File: config.mk
export PLATFORM = sky130hd
export DESIGN_NAME = fphimm_unit
export DESIGN_NICKNAME = d
export VERILOG_FILES = /design/src/rtl/fphimm_pkg.sv /design/src/rtl/fphimm_widen.sv /design/src/rtl/fphimm_narrow.sv /design/src/rtl/fphimm_ctrl.sv /design/src/rtl/fphimm_datapath.sv /design/src/rtl/fphimm_unit.sv
export SDC_FILE = /design/constraint.sdc
export NUM_CORES = 1
export LEC_CHECK = 0
export ABC_AREA = 1
export BUFFER_PORTS_ARGS = -buffer_cell sky130_fd_sc_hd__buf_2
export CORE_UTILIZATION = 51
export DETAILED_ROUTE_END_ITERATION = 6
export GPL_ROUTABILITY_DRIVEN = 0
export GPL_TIMING_DRIVEN = 1
export PLACE_DENSITY = 0.86
export SLEW_MARGIN = 25
export SYNTH_ARGS = -nofsm -noshare
export SYNTH_HDL_FRONTEND = slang
export SYNTH_SLANG_ARGS = --single-unit
export TNS_END_PERCENT = 50
File: constraint.sdc
create_clock -name clk -period 1.4 [get_ports clk]
set_input_delay 0.21 -clock clk [delete_from_list [all_inputs] [get_ports clk]]
set_output_delay 0.21 -clock clk [all_outputs]
set_load 0.02 [all_outputs]
File: src/rtl/fphimm_pkg.sv
package fphimm_pkg;

    localparam int SGL_EXP_W  = 8;
    localparam int SGL_FRAC_W = 23;
    localparam int DBL_EXP_W  = 11;
    localparam int DBL_FRAC_W = 52;
    localparam int IMM_W      = 16;

    localparam int SGL_W      = 1 + SGL_EXP_W + SGL_FRAC_W;
    localparam int DBL_W      = 1 + DBL_EXP_W + DBL_FRAC_W;
    localparam int SGL_BIAS   = (1 << (SGL_EXP_W - 1)) - 1;
    localparam int DBL_BIAS   = (1 << (DBL_EXP_W - 1)) - 1;
    localparam int BIAS_DIFF  = DBL_BIAS - SGL_BIAS;
    localparam int FRAC_SHIFT = DBL_FRAC_W - SGL_FRAC_W;
    localparam int DEN_LO     = BIAS_DIFF - SGL_FRAC_W + 1;
    localparam int LZ_W       = $clog2(SGL_FRAC_W);

    typedef enum logic {
        OP_LOAD   = 1'b0,
        OP_INSERT = 1'b1
    } op_e;

    typedef enum logic {
        ST_EMPTY = 1'b0,
        ST_FULL  = 1'b1
    } state_e;

endpackage

File: src/rtl/fphimm_widen.sv
module fphimm_widen
    import fphimm_pkg::*;
(
    input  logic [SGL_W-1:0] sgl_i,
    output logic [DBL_W-1:0] dbl_o
);

    logic                  sgn;
    logic [SGL_EXP_W-1:0]  exp_s;
    logic [SGL_FRAC_W-1:0] frac_s;
    logic [LZ_W-1:0]       lz;
    logic [SGL_FRAC_W:0]   shl;
    logic [SGL_FRAC_W-1:0] norm_frac;
    logic [DBL_EXP_W-1:0]  den_exp;
    logic [DBL_EXP_W-1:0]  nrm_exp;

    assign sgn    = sgl_i[SGL_W-1];
    assign exp_s  = sgl_i[SGL_FRAC_W +: SGL_EXP_W];
    assign frac_s = sgl_i[SGL_FRAC_W-1:0];

    // Priority encoder: count of zeros above the leading fraction one.
    always_comb begin
        lz = '0;
        for (int i = 0; i < SGL_FRAC_W; i++) begin
            if (frac_s[i]) lz = LZ_W'(SGL_FRAC_W - 1 - i);
        end
    end

    assign shl       = {frac_s, 1'b0} << lz;
    assign norm_frac = shl[SGL_FRAC_W-1:0];
    assign den_exp   = DBL_EXP_W'(BIAS_DIFF) - DBL_EXP_W'(lz);
    assign nrm_exp   = DBL_EXP_W'(exp_s) + DBL_EXP_W'(BIAS_DIFF);

    always_comb begin
        if (exp_s == '0 && frac_s == '0) begin
            dbl_o = {sgn, {(DBL_W-1){1'b0}}};
        end else if (exp_s == '0) begin
            dbl_o = {sgn, den_exp, norm_frac, {FRAC_SHIFT{1'b0}}};
        end else if (exp_s == '1) begin
            dbl_o = {sgn, {DBL_EXP_W{1'b1}}, frac_s, {FRAC_SHIFT{1'b0}}};
        end else begin
            dbl_o = {sgn, nrm_exp, frac_s, {FRAC_SHIFT{1'b0}}};
        end
    end

endmodule

File: src/rtl/fphimm_narrow.sv
module fphimm_narrow
    import fphimm_pkg::*;
(
    input  logic [DBL_W-1:0] dbl_i,
    output logic [SGL_W-1:0] sgl_o
);

    logic [DBL_EXP_W-1:0]  exp_d;
    logic [DBL_FRAC_W:0]   mant;
    logic [DBL_EXP_W-1:0]  sh;
    logic [DBL_FRAC_W:0]   mant_sh;
    logic [SGL_W-1:0]      pick;
    logic [SGL_W-1:0]      den;
    logic                  in_den;

    assign exp_d   = dbl_i[DBL_FRAC_W +: DBL_EXP_W];
    assign mant    = {1'b1, dbl_i[DBL_FRAC_W-1:0]};
    assign sh      = DBL_EXP_W'(BIAS_DIFF + 1) - exp_d;
    assign mant_sh = mant >> sh;

    // Plain bit selection: sign, exponent MSB, then low 30 bits of the field.
    assign pick = {dbl_i[DBL_W-1], dbl_i[DBL_W-2], dbl_i[FRAC_SHIFT +: SGL_W-2]};
    assign den  = {dbl_i[DBL_W-1], {SGL_EXP_W{1'b0}},
                   mant_sh[DBL_FRAC_W-1 -: SGL_FRAC_W]};

    assign in_den = (exp_d >= DBL_EXP_W'(DEN_LO)) && (exp_d <= DBL_EXP_W'(BIAS_DIFF));

    always_comb begin
        if (in_den) sgl_o = den;
        else        sgl_o = pick;
    end

endmodule

File: src/rtl/fphimm_ctrl.sv
module fphimm_ctrl
    import fphimm_pkg::*;
(
    input  logic clk,
    input  logic rst_n,
    input  logic in_valid,
    input  logic out_ready,
    output logic in_ready,
    output logic accept,
    output logic out_valid
);

    state_e state_q, state_d;

    always_ff @(posedge clk or negedge rst_n) begin
        if (!rst_n) state_q <= ST_EMPTY;
        else        state_q <= state_d;
    end

    always_comb begin
        state_d = state_q;
        unique case (state_q)
            ST_EMPTY: begin
                if (in_valid) state_d = ST_FULL;      // FILL
                else          state_d = ST_EMPTY;     // IDLE
            end
            ST_FULL: begin
                if (out_ready && !in_valid) state_d = ST_EMPTY; // DRAIN
                else                        state_d = ST_FULL;  // REFILL / STALL
            end
            default: state_d = ST_EMPTY;
        endcase
    end

    always_comb begin
        in_ready  = 1'b0;
        out_valid = 1'b0;
        unique case (state_q)
            ST_EMPTY: begin
                in_ready  = 1'b1;
                out_valid = 1'b0;
            end
            ST_FULL: begin
                in_ready  = out_ready;
                out_valid = 1'b1;
            end
            default: begin
                in_ready  = 1'b0;
                out_valid = 1'b0;
            end
        endcase
        accept = in_valid && in_ready;
    end

endmodule

File: src/rtl/fphimm_datapath.sv
module fphimm_datapath
    import fphimm_pkg::*;
(
    input  logic             op_i,
    input  logic [IMM_W-1:0] imm_i,
    input  logic [DBL_W-1:0] src_i,
    output logic [DBL_W-1:0] res_o
);

    logic [SGL_W-1:0] narrowed;
    logic [SGL_W-1:0] merged;

    fphimm_narrow u_narrow (
        .dbl_i (src_i),
        .sgl_o (narrowed)
    );

    always_comb begin
        if (op_e'(op_i) == OP_INSERT)
            merged = {narrowed[SGL_W-1:IMM_W], imm_i};
        else
            merged = {imm_i, {(SGL_W-IMM_W){1'b0}}};
    end

    fphimm_widen u_widen (
        .sgl_i (merged),
        .dbl_o (res_o)
    );

endmodule

File: src/rtl/fphimm_unit.sv
module fphimm_unit
    import fphimm_pkg::*;
(
    input  logic             clk,
    input  logic             rst_n,
    input  logic             in_valid,
    output logic             in_ready,
    input  logic             in_op,
    input  logic [IMM_W-1:0] in_imm,
    input  logic [DBL_W-1:0] in_src,
    output logic             out_valid,
    input  logic             out_ready,
    output logic [DBL_W-1:0] out_data
);

    logic             accept;
    logic [DBL_W-1:0] res_d;
    logic [DBL_W-1:0] res_q;

    fphimm_ctrl u_ctrl (
        .clk       (clk),
        .rst_n     (rst_n),
        .in_valid  (in_valid),
        .out_ready (out_ready),
        .in_ready  (in_ready),
        .accept    (accept),
        .out_valid (out_valid)
    );

    fphimm_datapath u_dp (
        .op_i  (in_op),
        .imm_i (in_imm),
        .src_i (in_src),
        .res_o (res_d)
    );

    always_ff @(posedge clk or negedge rst_n) begin
        if (!rst_n)      res_q <= '0;
        else if (accept) res_q <= res_d;
    end

    assign out_data = res_q;

endmodule

==> qor.txt, run 1 <==
I/O Buffers -> 76
Root buffer cell -> clkbuf_8
Yosys warns -> 0
Total CTS buffers -> 5
FFs w/ async S/R, synth -> 1.000
Mapped Cells -> 692
Syn Area/Cell -> 5.970 sq um
Die height -> 92.01 microns
Sequential fraction of the synthesis area -> 0.2120
GRT Total Usage -> 0.8248
Flops & latches, synth -> 35
Initial Utilization -> 0.5319
Syn Std Cell Area -> 4131 sq um
CTS Sinks -> 35
Initial antenna violation count -> 1
FP Rows -> 32
Top cell type's share of synthesized area -> 0.2120
Synth Flop Type -> dfrtp_1
Worst EP kind -> register data pin
Pin count of the biggest net entering global routing -> 38
Cell variety after synth -> 41
Area leader, netlist -> dfrtp_1
CTS H-tree depth -> 2
I/O pin count -> 151
Top post-synthesis cells by area -> dfrtp_1 21%, nand2_1 21%, nand3_1 15%
Hpwl dp -> 11,730 microns
Status -> did not finish
Failed at -> 5_1_grt
GR Overflow Total -> 33
Post-synth EDFFs -> 0
Largest buffer count on any clock path -> 2
First error -> [ERROR GRT-0232] Routing congestion too high. Check the congestion heatmap in the GUI.
CTS Hold Buffers Added -> 0
Last worst endpoint in the global-route repair_timing -> out_data[51]$_DFFE_PN0P_/D
Die X -> 92.01 microns
## cell usage after synthesis (2+ instances only)
library cell  count
o21ai_1          14
o21ai_0          32
a21oi_1          35
o211ai_1          4
nand2_4           2
o22ai_1           2
o21ai_2           7
nand2_1         228
buf_4            33
xor2_1            2
nor2_2            4
clkinv_1          4
dfrtp_1          35
buf_2            12
a32o_1            2
ha_1              3
a31oi_1           2
nand4_1           5
nor2_4            9
o31ai_1           4
clkbuf_1          8
nor3_1            3
or2_2             3
nor2_1           21
buf_6             4
nand3_1         127
inv_1            51
inv_2             8
nor4_1            2
nand2_2          11
nand3_2           5
## metal layers
metal  track usage  overflow
met5        0.3718         0
met4        0.8841        22
met3        0.7139         1
met2        0.9447         9
met1        0.8074         1
## cells by family after synthesis
logic type | Yosys count | synth area share
and+or+nand+nor | 422 | 0.4676
buffers and inverters | 122 | 0.1551
AOI/OAI and AO/OA | 106 | 0.1490
DFF | 35 | 0.2120
xor gates and xnor gates | 3 | 0.006361
adders and majority gates | 3 | 0.009086
other | 1 | 0.0009077
## timing repair
| action | 4_1_cts |
|---|---|
| setup buffers | 21 |
| gates resized for setup | 103 |
| pin swaps | 47 |
| gates cloned | 3 |
| setup endpoints to repair | 32 |
## per-stage QoR
step / utilization / worst slack (ns) / std cells / instance area (sq um) / TNS, ns
after CTS: 0.7928 / -1.235 / 1000 / 6158 / -36.10
after detailed placement: 0.7083 / -1.831 / 969 / 5502 / -53.08
after global placement: 0.7083 / -1.708 / 969 / 5502 / -49.16
after floorplan: - / -1.360 / 720 / 4394 / -38.65
==> run 2: changes to the inputs <==
CORE_UTILIZATION = 40   (was 51)
PLACE_DENSITY = not set   (was 0.86)
PLACE_DENSITY_LB_ADDON = 0.15   (was not set)
==> qor.txt, run 2 <==
GRT Total Usage -> 0.2994
Worst vdd ir -> 0.6419 mV
Cell total after placement -> 1,001 (+3.3%)
Crit Path Max Fanout -> 7
Flops & latches, synth -> 35 (unchanged)
Via count -> 5,665
CTS Sinks -> 35 (unchanged)
Number of vias per cell -> 5.516
Endpoint type of the worst setup path -> flip-flop
Post-synth EDFFs -> 0 (unchanged)
Vias in the first global route -> 5,307
CP max-delay cell -> a32o_1
R2R depth -> 8
WHS Path Cells -> 3
FFs w/ async S/R, synth -> 1.000 (unchanged)
Top cell type's share of synthesized area -> 0.2120 (unchanged)
Worst path most repeated cell -> nand3_2
Hold Violations, Final -> 0
Most common cell after layout, fill and taps aside -> nand2_1
Syn Area/Cell -> 5.970 sq um (unchanged)
Worst Hold Launch -> in_valid
Cell Count, Final, Fillers Out -> 1,027
R2R Path Start -> u_ctrl.state_q
Initial Utilization -> 0.4169 (-0.1150)
Post-layout minimum cycle time -> 2.824 ns
Avg WL per Cell -> 16.23 microns
First-pass GRT wire length -> 26,060 microns
Final WL -> 16,670 microns
Power density cells -> 691.9 nW/um^2
Yosys warns -> 0 (unchanged)
Status -> complete, but fails checks
Max reg flops -> 34
Syn Std Cell Area -> 4131 sq um (unchanged)
Die X -> 103.6 microns (+13%)
Cell variety after synth -> 41 (unchanged)
Clock transition at path regs -> 0.07 ns
Reg-to-reg endpoint -> out_data[44]
Critical Path Start Type -> input port
Failing checks -> setup timing
Clock Latency Late Sink -> 0.29 ns
Pwr Total -> 4.628 mW
Setup TNS -> -40.39 ns
CTS tree -> yes
Initial antenna violation count -> 0
Kind of critical path -> input port to flip-flop
Mapped Cells -> 692 (unchanged)
Worst setup margin -> -1.424 ns
CP arrival -> 3.00 ns
Final core occ -> 0.6750
Critical path data required time -> 1.58 ns
Fmax -> 0.3541 GHz
GR Overflow Total -> 0
Total CTS buffers -> 5 (unchanged)
Area leader, netlist -> dfrtp_1
Most frequent cells in the layout -> 187 x nand2_1, 122 x buf_4, 74 x buf_2
Max stage delay on crit path -> 0.25 ns
I/O pin count -> 151 (unchanged)
Sequential fraction of the synthesis area -> 0.2120 (unchanged)
Die area -> 10,740 sq um
Max_cap viols -> 0
FP Rows -> 36 (+13%)
Pin count of the biggest net entering global routing -> 38
TritonRoute pass-1 iters -> 5
Hold path endpoint -> u_ctrl.state_q
Dpl cell area -> 5560 sq um (+1.1%)
RSZ-0062 raised after global routing -> yes
Final instance area -> 6689 sq um
Largest buffer count on any clock path -> 2 (unchanged)
Fin crit share -> 2.017
Post-place setup slack -> -1.792 ns (+0.03958 ns)
Top post-synthesis cells by area -> dfrtp_1 21%, nand2_1 21%, nand3_1 15%
NumNets Final -> 981
Remaining DRCs -> 0
Worst hold slack -> 0.1230 ns
Die height -> 103.6 microns (+13%)
# setup viols final -> 32
CTS H-tree depth -> 2 (unchanged)
Worst Skew -> 0.005494 ns
Leakage power -> 3.492 nW
Diode count -> 0
Area of the core -> 9910 sq um
Area growth syn-to-layout -> 61.90%
Initial DRC count -> 684
Remaining antenna violation count -> 0
Worst reg-to-reg setup slack -> -0.07 ns
Top-count cell post-synth -> nand2_1
I/O Buffers -> 76 (unchanged)
Synth cell count leaders -> 228 x nand2_1, 127 x nand3_1, 51 x inv_1
Synth Flop Type -> dfrtp_1
Root buffer cell -> clkbuf_8
Max-slew violation count -> 0
Hold Path Class -> input port to flip-flop
Share of cells above drive strength 1 -> 0.4821
Hpwl dp -> 12,010 microns (+2.4%)
-- run 2: critical path, delay by kind of cell --
family / cells / cell delay, ns
buf+inv: 6 / 0.66
simple gates: 18 / 1.56
compound gates: 1 / 0.25
fa+ha+maj: 2 / 0.29
-- run 2: what timing repair did --
item	CTS	global route
pin swaps	40	30
hold buffers	1	0
gates cloned	1	2
setup endpoints to repair	32	32
setup buffers	11	3
hold endpoints to repair	35	0
resized for setup	122	71
-- run 2: routing by layer --
metal  vias up  GRT usage  wire length, microns
met5         -          0                     0
met4         0     0.1470                   906
met3        80    0.02580                  1434
met2       345     0.4818                  7551
met1      2608     0.4023                  6776
li1       2632          -                     -
-- run 2: logic make-up after synthesis --
kind of cell               synth area share
DFF                                  0.2120
buffers and inverters                0.1551
other                             0.0009077
adders and majority gates          0.009086
AOI/OAI and AO/OA                    0.1490
and+or+nand+nor                      0.4676
xor gates and xnor gates           0.006361
-- run 2: power breakdown --
group          total, mW  switching, mW  internal [mW]  leakage [nW]
Combinational       2.46           1.49          0.971          2.99
Clock              0.953          0.377          0.576        0.0612
Sequential          1.21         0.0716           1.14         0.438
Total               4.63           1.94           2.69          3.49
-- run 2: final cells by class --
cell class              instances  area [sq um]
clock buffers                   6         82.58
clock inverters                 2         35.03
fillers                       827          3221
inverters                      64         277.8
multi-input cells             563          3530
flip-flops and latches         35         875.8
well taps                     133         166.4
repair buffers                224          1722
-- run 2: how the worst max path moves through the flow --
stage	startpoint	end
CTS	in_src[54]	out_data[51]
finish	in_src[54]	out_data[56]
floorplan	in_src[53]	out_data[56]
global placement	in_src[54]	out_data[51]
global route	in_src[56]	out_data[56]
detailed placement	in_src[54]	out_data[51]
Power figures use the tool's default switching activity.
